--- config.mk ---
export PLATFORM = sky130hd
export DESIGN_NAME = amp_guard_top
export DESIGN_NICKNAME = d
export VERILOG_FILES = /design/src/rtl/amp_guard_pkg.sv /design/src/rtl/amp_guard_dc_timer.sv /design/src/rtl/amp_guard_thermal.sv /design/src/rtl/amp_guard_sticky.sv /design/src/rtl/amp_guard_top.sv
export SDC_FILE = /design/constraint.sdc
export NUM_CORES = 1
export LEC_CHECK = 0
export ABC_AREA = 1
export BUFFER_PORTS_ARGS = -buffer_cell sky130_fd_sc_hd__buf_4
export CORE_MARGIN = 3
export CORE_UTILIZATION = 49
export DETAILED_ROUTE_END_ITERATION = 8
export PLACE_DENSITY = 0.82
export SLEW_MARGIN = 20
export SYNTH_ARGS = -nofsm -noshare
export SYNTH_HDL_FRONTEND = slang
export SYNTH_HIERARCHICAL = 1
export SYNTH_SLANG_ARGS = --single-unit
export TNS_END_PERCENT = 10
--- constraint.sdc ---
create_clock -name clk -period 1.5 [get_ports clk]
set_clock_uncertainty 0.05 [all_clocks]
set_input_delay 0.375 -clock clk [delete_from_list [all_inputs] [get_ports clk]]
set_output_delay 0.375 -clock clk [all_outputs]
set_load 0.05 [all_outputs]
--- src/rtl/amp_guard_pkg.sv ---
package amp_guard_pkg;

  typedef enum logic [1:0] {
    TH_NORM  = 2'd0,
    TH_LIMIT = 2'd1,
    TH_SHUT  = 2'd2
  } therm_e;

  typedef struct packed {
    logic out_en;
    logic mute;
    logic plim;
    logic flag_oe;
    logic flag_lvl;
  } drive_t;

  localparam drive_t DRV_HIZ = '{out_en: 1'b0, mute: 1'b0, plim: 1'b0, flag_oe: 1'b0, flag_lvl: 1'b0};

endpackage

--- src/rtl/amp_guard_dc_timer.sv ---
module amp_guard_dc_timer #(
  parameter int DC_TICKS = 5
) (
  input  logic clk,
  input  logic rst,
  input  logic clr,
  input  logic dc,
  input  logic mute,
  input  logic tick,
  output logic fault
);
  localparam int CW = $clog2(DC_TICKS + 1);
  localparam logic [CW-1:0] LIMIT = CW'(DC_TICKS);

  logic [CW-1:0] cnt;

  always_ff @(posedge clk) begin
    if (rst || clr) begin
      cnt   <= '0;
      fault <= 1'b0;
    end else if (!fault) begin
      if (!dc || mute) begin
        cnt <= '0;
      end else if (tick) begin
        if (cnt == LIMIT) fault <= 1'b1;
        else              cnt   <= cnt + 1'b1;
      end
    end
  end

  // a low DC indication restarts the window
  a_r6_restart: assert property (@(posedge clk) disable iff (rst)
    (!dc && !fault) |=> (cnt == '0));

  // muted output never raises a DC fault
  a_r7_mute_masks: assert property (@(posedge clk) disable iff (rst)
    (mute && !fault) |=> !fault);

  // fault stays latched until cleared
  a_r5_sticky: assert property (@(posedge clk) disable iff (rst)
    (fault && !clr) |=> fault);

endmodule

--- src/rtl/amp_guard_thermal.sv ---
module amp_guard_thermal
  import amp_guard_pkg::*;
#(
  parameter int TEMP_W    = 8,
  parameter int T_LIMIT_ON = 155,
  parameter int T_SHUT_ON  = 165,
  parameter int T_RELEASE  = 130
) (
  input  logic              clk,
  input  logic              rst,
  input  logic [TEMP_W-1:0] temp,
  output therm_e            state
);
  localparam logic [TEMP_W-1:0] LIM_C = TEMP_W'(T_LIMIT_ON);
  localparam logic [TEMP_W-1:0] SHT_C = TEMP_W'(T_SHUT_ON);
  localparam logic [TEMP_W-1:0] REL_C = TEMP_W'(T_RELEASE);

  therm_e nxt;

  always_comb begin
    nxt = state;
    unique case (state)
      TH_NORM: begin
        if (temp > SHT_C)      nxt = TH_SHUT;
        else if (temp > LIM_C) nxt = TH_LIMIT;
      end
      TH_LIMIT: begin
        if (temp > SHT_C)       nxt = TH_SHUT;
        else if (temp <= REL_C) nxt = TH_NORM;
      end
      TH_SHUT: begin
        if (temp < REL_C) nxt = TH_NORM;
      end
      default: nxt = TH_NORM;
    endcase
  end

  always_ff @(posedge clk) begin
    if (rst) state <= TH_NORM;
    else     state <= nxt;
  end

  // thermal shutdown holds until below the release point
  a_r9_shut_hold: assert property (@(posedge clk) disable iff (rst)
    (state == TH_SHUT && temp >= REL_C) |=> (state == TH_SHUT));

  // the limit tier holds above the release point unless escalated
  a_r8_limit_hold: assert property (@(posedge clk) disable iff (rst)
    (state == TH_LIMIT && temp > REL_C && temp <= SHT_C) |=> (state == TH_LIMIT));

  // no tier entered from normal at or below the limit point
  a_r8_norm_hold: assert property (@(posedge clk) disable iff (rst)
    (state == TH_NORM && temp <= LIM_C) |=> (state == TH_NORM));

endmodule

--- src/rtl/amp_guard_sticky.sv ---
module amp_guard_sticky #(
  parameter int WIDTH = 1
) (
  input  logic             clk,
  input  logic             rst,
  input  logic             clr,
  input  logic [WIDTH-1:0] set,
  output logic [WIDTH-1:0] q
);
  for (genvar i = 0; i < WIDTH; i++) begin : g_bit
    always_ff @(posedge clk) begin
      if (rst || clr)  q[i] <= 1'b0;
      else if (set[i]) q[i] <= 1'b1;
    end

    // a set bit stays set until cleared
    a_r4_hold: assert property (@(posedge clk) disable iff (rst)
      (q[i] && !clr) |=> q[i]);
  end

endmodule

--- src/rtl/amp_guard_top.sv ---
module amp_guard_top
  import amp_guard_pkg::*;
#(
  parameter int TEMP_W     = 8,
  parameter int T_LIMIT_ON = 155,
  parameter int T_SHUT_ON  = 165,
  parameter int T_RELEASE  = 130,
  parameter int DC_TICKS   = 5
) (
  input  logic              clk,
  input  logic              rst,
  input  logic              shdn_n,
  input  logic              uvlo,
  input  logic              oc_evt,
  input  logic              dc_seen,
  input  logic              mute_in,
  input  logic              tick,
  input  logic [TEMP_W-1:0] temp_code,
  output logic              out_en,
  output logic              mute_req,
  output logic              pwr_limit,
  output logic              flag_oe,
  output logic              flag_lvl
);
  logic   clr_all;
  logic   oc_q;
  logic   dc_fault;
  therm_e th_state;
  drive_t drv_nxt, drv_q;

  assign clr_all = uvlo || !shdn_n;

  amp_guard_sticky #(.WIDTH(1)) u_oc (
    .clk (clk),
    .rst (rst),
    .clr (clr_all),
    .set (oc_evt),
    .q   (oc_q)
  );

  amp_guard_dc_timer #(.DC_TICKS(DC_TICKS)) u_dc (
    .clk   (clk),
    .rst   (rst),
    .clr   (clr_all),
    .dc    (dc_seen),
    .mute  (mute_in),
    .tick  (tick),
    .fault (dc_fault)
  );

  amp_guard_thermal #(
    .TEMP_W     (TEMP_W),
    .T_LIMIT_ON (T_LIMIT_ON),
    .T_SHUT_ON  (T_SHUT_ON),
    .T_RELEASE  (T_RELEASE)
  ) u_th (
    .clk   (clk),
    .rst   (rst),
    .temp  (temp_code),
    .state (th_state)
  );

  // fixed priority resolution of the output drive
  always_comb begin
    drv_nxt = DRV_HIZ;
    if (uvlo) begin
      drv_nxt = DRV_HIZ;
    end else if (!shdn_n) begin
      drv_nxt.flag_oe  = 1'b1;
      drv_nxt.flag_lvl = (th_state != TH_SHUT);
    end else if (oc_q || th_state == TH_SHUT || dc_fault) begin
      drv_nxt.flag_oe  = 1'b1;
      drv_nxt.flag_lvl = 1'b0;
    end else begin
      drv_nxt.out_en   = 1'b1;
      drv_nxt.flag_oe  = 1'b1;
      drv_nxt.flag_lvl = 1'b1;
      if (mute_in)                    drv_nxt.mute = 1'b1;
      else if (th_state == TH_LIMIT)  drv_nxt.plim = 1'b1;
    end
  end

  always_ff @(posedge clk) begin
    if (rst) drv_q <= DRV_HIZ;
    else     drv_q <= drv_nxt;
  end

  assign out_en    = drv_q.out_en;
  assign mute_req  = drv_q.mute;
  assign pwr_limit = drv_q.plim;
  assign flag_oe   = drv_q.flag_oe;
  assign flag_lvl  = drv_q.flag_lvl;

  // undervoltage releases the flag and stops the stage
  a_r2_uvlo_hiz: assert property (@(posedge clk) disable iff (rst)
    uvlo |=> (!flag_oe && !out_en));

  // shutdown stops the stage with the flag driven
  a_r3_shdn_off: assert property (@(posedge clk) disable iff (rst)
    (!shdn_n && !uvlo) |=> (!out_en && flag_oe));

  // an accepted over-current event stops the stage two clocks later
  a_r4_oc_off: assert property (@(posedge clk) disable iff (rst)
    (oc_evt && shdn_n && !uvlo) |-> ##2 !out_en);

  // mute only with the stage enabled
  a_r10_mute_en: assert property (@(posedge clk) disable iff (rst)
    mute_req |-> out_en);

  // mute and power limit never together
  a_r11_excl: assert property (@(posedge clk) disable iff (rst)
    !(mute_req && pwr_limit));

  // thermal shutdown keeps the flag from reading high
  a_r9_flag_low: assert property (@(posedge clk) disable iff (rst)
    (th_state == TH_SHUT && !uvlo) |=> (flag_oe && !flag_lvl));

endmodule

==> summary by stage <==
Synthesis
The synthesized design spends more area on one cell type than any other, namely sky130_fd_sc_hd__dfxtp_1. The instance count of the mapped netlist is 125. The post-synthesis register bit count is 12.

The cell area that synthesis handed to floorplanning was 752.0 sq um. The share of flip-flops with an asynchronous set or reset is 0. For this run, the leading register cell type out of synthesis is sky130_fd_sc_hd__dfxtp_1. After synthesis, the cell types taking the most area are sky130_fd_sc_hd__dfxtp_1 32%, sky130_fd_sc_hd__nand2_1 16%, sky130_fd_sc_hd__inv_1 12%. During synthesis, Yosys emitted a total of 6 warnings. The share of the yosys chip area belonging to registers is 0.3195.

The count of distinct cell types in the synthesized netlist is 20. The top cell type's share of synthesized area is 0.3195. The number of synthesized flops with an enable pin is 0.

The number of nets handed over by synthesis was 143. The mean post-synth cell area is 6.016 sq um.

Power and ir drop
The maximum VDD drop is 0.4258 mV. The leakage power total is 0.5065 nW. The power density over the cells is 735.4 mW/mm^2. The power consumption is 0.6937 mW.

CTS
After clock tree synthesis, the clock-pin slew on the worst setup and hold paths is 0.07 ns. The maximum root-to-sink buffer count is 2. The CTS tree is built.

The total CTS buffers is 3. In this run, post-CTS hold repair placed 0 buffers. In this run the number of H-tree levels came out at 1. At the later pin of the worst-skew pair, clock insertion delay measures 0.27 ns. In this run, post-CTS repair resized a total of 0 instances. The number of clock sinks is 12.

The buffer cell driving the clock tree root is sky130_fd_sc_hd__clkbuf_4. Post-CTS timing repair inserted 0 buffers for setup.

Placed design
Summed over all nets, the half-perimeter wirelength after detailed placement is 1.274 mm. The weighted congestion reported at the end of routability-driven placement is 0.8476. During placement, the flow inserted port buffers numbering 20.

Timing
Setup repair after global routing left no endpoint under its margin. For the pin with the worst max-slew slack, the measured transition is 0.2806 ns. Timing would allow up to 830.5 MHz.

The max-slew violation count was 0. The total negative slack is 0 ns. The final hold violation count was 0. The share of the clock period used by the worst path after layout is 0.8027. After layout, the minimum clock period comes to 1.204 ns. Hold timing on the final database bottoms out at a slack of 0.2417 ns. Setup violations remaining at the end of the flow were counted as 0. The relative slew slack is 0.8110.

Detailed routing
The detailed-route wire length per cell is 9.699 microns. The number of design rule violations left after detail routing is 0. The total iterations of the first detailed-routing run is 4. The routed layout has 769 vias. The number of vias per cell is 4.718. Wires add up to 1.581 mm.

The detail route stage leaves a number of antenna-violating nets equal to 0. The detailed router finished its first iteration with 24 violations.

Critical path
The worst stage delay on the critical path is 0.32 ns. For the worst flop-to-flop path, the logic depth is 8. The largest individual stage delay along the critical path comes from the cell sky130_fd_sc_hd__dfxtp_1. The logic depth of the worst setup path including buffers is 1. The worst setup path is launched from a flip-flop.

The critical path goes through buf_4. STA puts the critical path data arrival time at 0.78 ns. The required time reported for the critical path endpoint is 1.07 ns.

The critical path endpoint category is an output port. On the critical path the largest part of the delay comes from flip-flops. Together, buffers and inverters on the worst path number 1. In this run the worst path has a maximum fanout of 1. The kind of critical path is reg -> out.

Final layout
The filler cells instantiated in the layout total 132. The net count reported at finish is 168. Compared with the post-synthesis result, the final layout area differs by 25.46%.

Of the cells placed in the final design, the portion with a size suffix greater than 1 is 0.2297. Leaving out fill and tap cells, the most frequent cells in the layout are 33 x sky130_fd_sc_hd__nand2_1, 25 x sky130_fd_sc_hd__inv_1, 24 x sky130_fd_sc_hd__nor2_1. Leaving out fill and tap cells, the most frequent cell in the layout is sky130_fd_sc_hd__nand2_1. The total inserted antenna cells is 0.

GRT
For met2 alone, demand over resource in global routing was 0.2825. Entering global routing, the biggest net connects 7 pins. The met1 usage in global routing is 0.2263. The initial antenna violation count is 0.

The via count of the first global-routing pass came to 658. The first-pass GRT wire length is 2.656 mm. For met3 alone, demand over resource in global routing was 0.05976. The remaining global-route overflow is 0. In the global route stage, overall resource usage came out at 0.1800. The most utilized layer in the global route result is met2.

Die
From bottom edge to top edge, the die measures 45.18 microns. 21 I/O pins were placed. The initial utilization of the core area, before any placement, comes to 0.5504. The die extent in x is 45.18 microns.

The standard cell core area is 0.001366 sq mm. The area of the die is 0.002041 sq mm. The number of placement rows is 13.

Worst hold path
The worst hold path was traced through 2 stages. The class of the tightest hold or removal check is in -> reg.

Flow run
Across the run, the number of max-cap violations was 0.

Outcome
The run finished with clean final reports.
cells by family (layout without fill, tap and decap cells):
group,count (synthesis),after routing,synth area share
simple gates,76,76,0.4576
buf+inv,28,51,0.1398
flops,12,12,0.3195
compound gates,7,7,0.04991
fa+ha+maj,2,2,0.03327
stage by stage:
stage / util / instances / cell area, sq um / worst slack (ns)
floorplan: - / 125 / 752.0 / 0.4109
global route: 0.6905 / 163 / 943.4 / 0.2569
finish: 0.6905 / 163 / 943.4 / 0.2959
CTS: 0.6905 / 163 / 943.4 / 0.2828
detailed placement: 0.6740 / 160 / 920.9 / 0.1488
global placement: 0.6740 / 160 / 920.9 / 0.1732
registers in the layout, indices dropped and copies added, names as in the netlist:
register,cells
u_oc/q,1
u_th/state,2
flag_lvl,1
u_dc/fault,1
out_en,1
pwr_limit,1
mute_req,1
flag_oe,1
u_dc/cnt,3
power by group:
group | total [mW] | internal (mW) | switching [mW]
sequential | 0.339 | 0.331 | 0.00870
combinational | 0.161 | 0.0672 | 0.0943
clock | 0.193 | 0.0928 | 0.100
total | 0.694 | 0.491 | 0.203
cells in the mapped netlist, types with 2 or more instances:
library cell / n
sky130_fd_sc_hd__nor2_1: 24
sky130_fd_sc_hd__nor2_4: 2
sky130_fd_sc_hd__dfxtp_1: 12
sky130_fd_sc_hd__nand4_1: 2
sky130_fd_sc_hd__nand2_2: 2
sky130_fd_sc_hd__ha_1: 2
sky130_fd_sc_hd__nand3_1: 6
sky130_fd_sc_hd__o21ai_0: 2
sky130_fd_sc_hd__inv_1: 25
sky130_fd_sc_hd__nand2_1: 33
sky130_fd_sc_hd__a21oi_1: 3
sky130_fd_sc_hd__inv_2: 3
sky130_fd_sc_hd__nor2_2: 2
layout make-up:
cell class / count / area (sq um) / area share
multi-input cells: 85 / 406.6 / 0.4310
flip-flops and latches: 12 / 240.2 / 0.2546
repair buffers: 20 / 150.1 / 0.1592
inverters: 28 / 105.1 / 0.1114
clock buffers: 3 / 22.52 / 0.02387
well taps: 15 / 18.77 / 0.01989
worst paths after layout:
check                                              start                       end  slack (ns)
worst max-delay path                 mute_req$_SDFF_PP0_                  mute_req        0.30
worst min-delay path                                uvlo        flag_oe$_SDFF_PP0_        0.24
worst max register to register  u_dc/cnt[1]$_SDFFE_PP0P_  u_dc/cnt[0]$_SDFFE_PP0P_        0.35
worst min register to register       u_oc/q$_SDFFE_PP0P_       u_oc/q$_SDFFE_PP0P_        0.43
layer usage:
layer / wire length (microns) / vias up / share of wire
met5: 0 / - / 0
met4: 11 / 0 / 0.0070
met3: 118 / 2 / 0.075
met2: 761 / 28 / 0.48
met1: 689 / 323 / 0.44
li1: - / 416 / -
(Power assumes the default switching activity.)
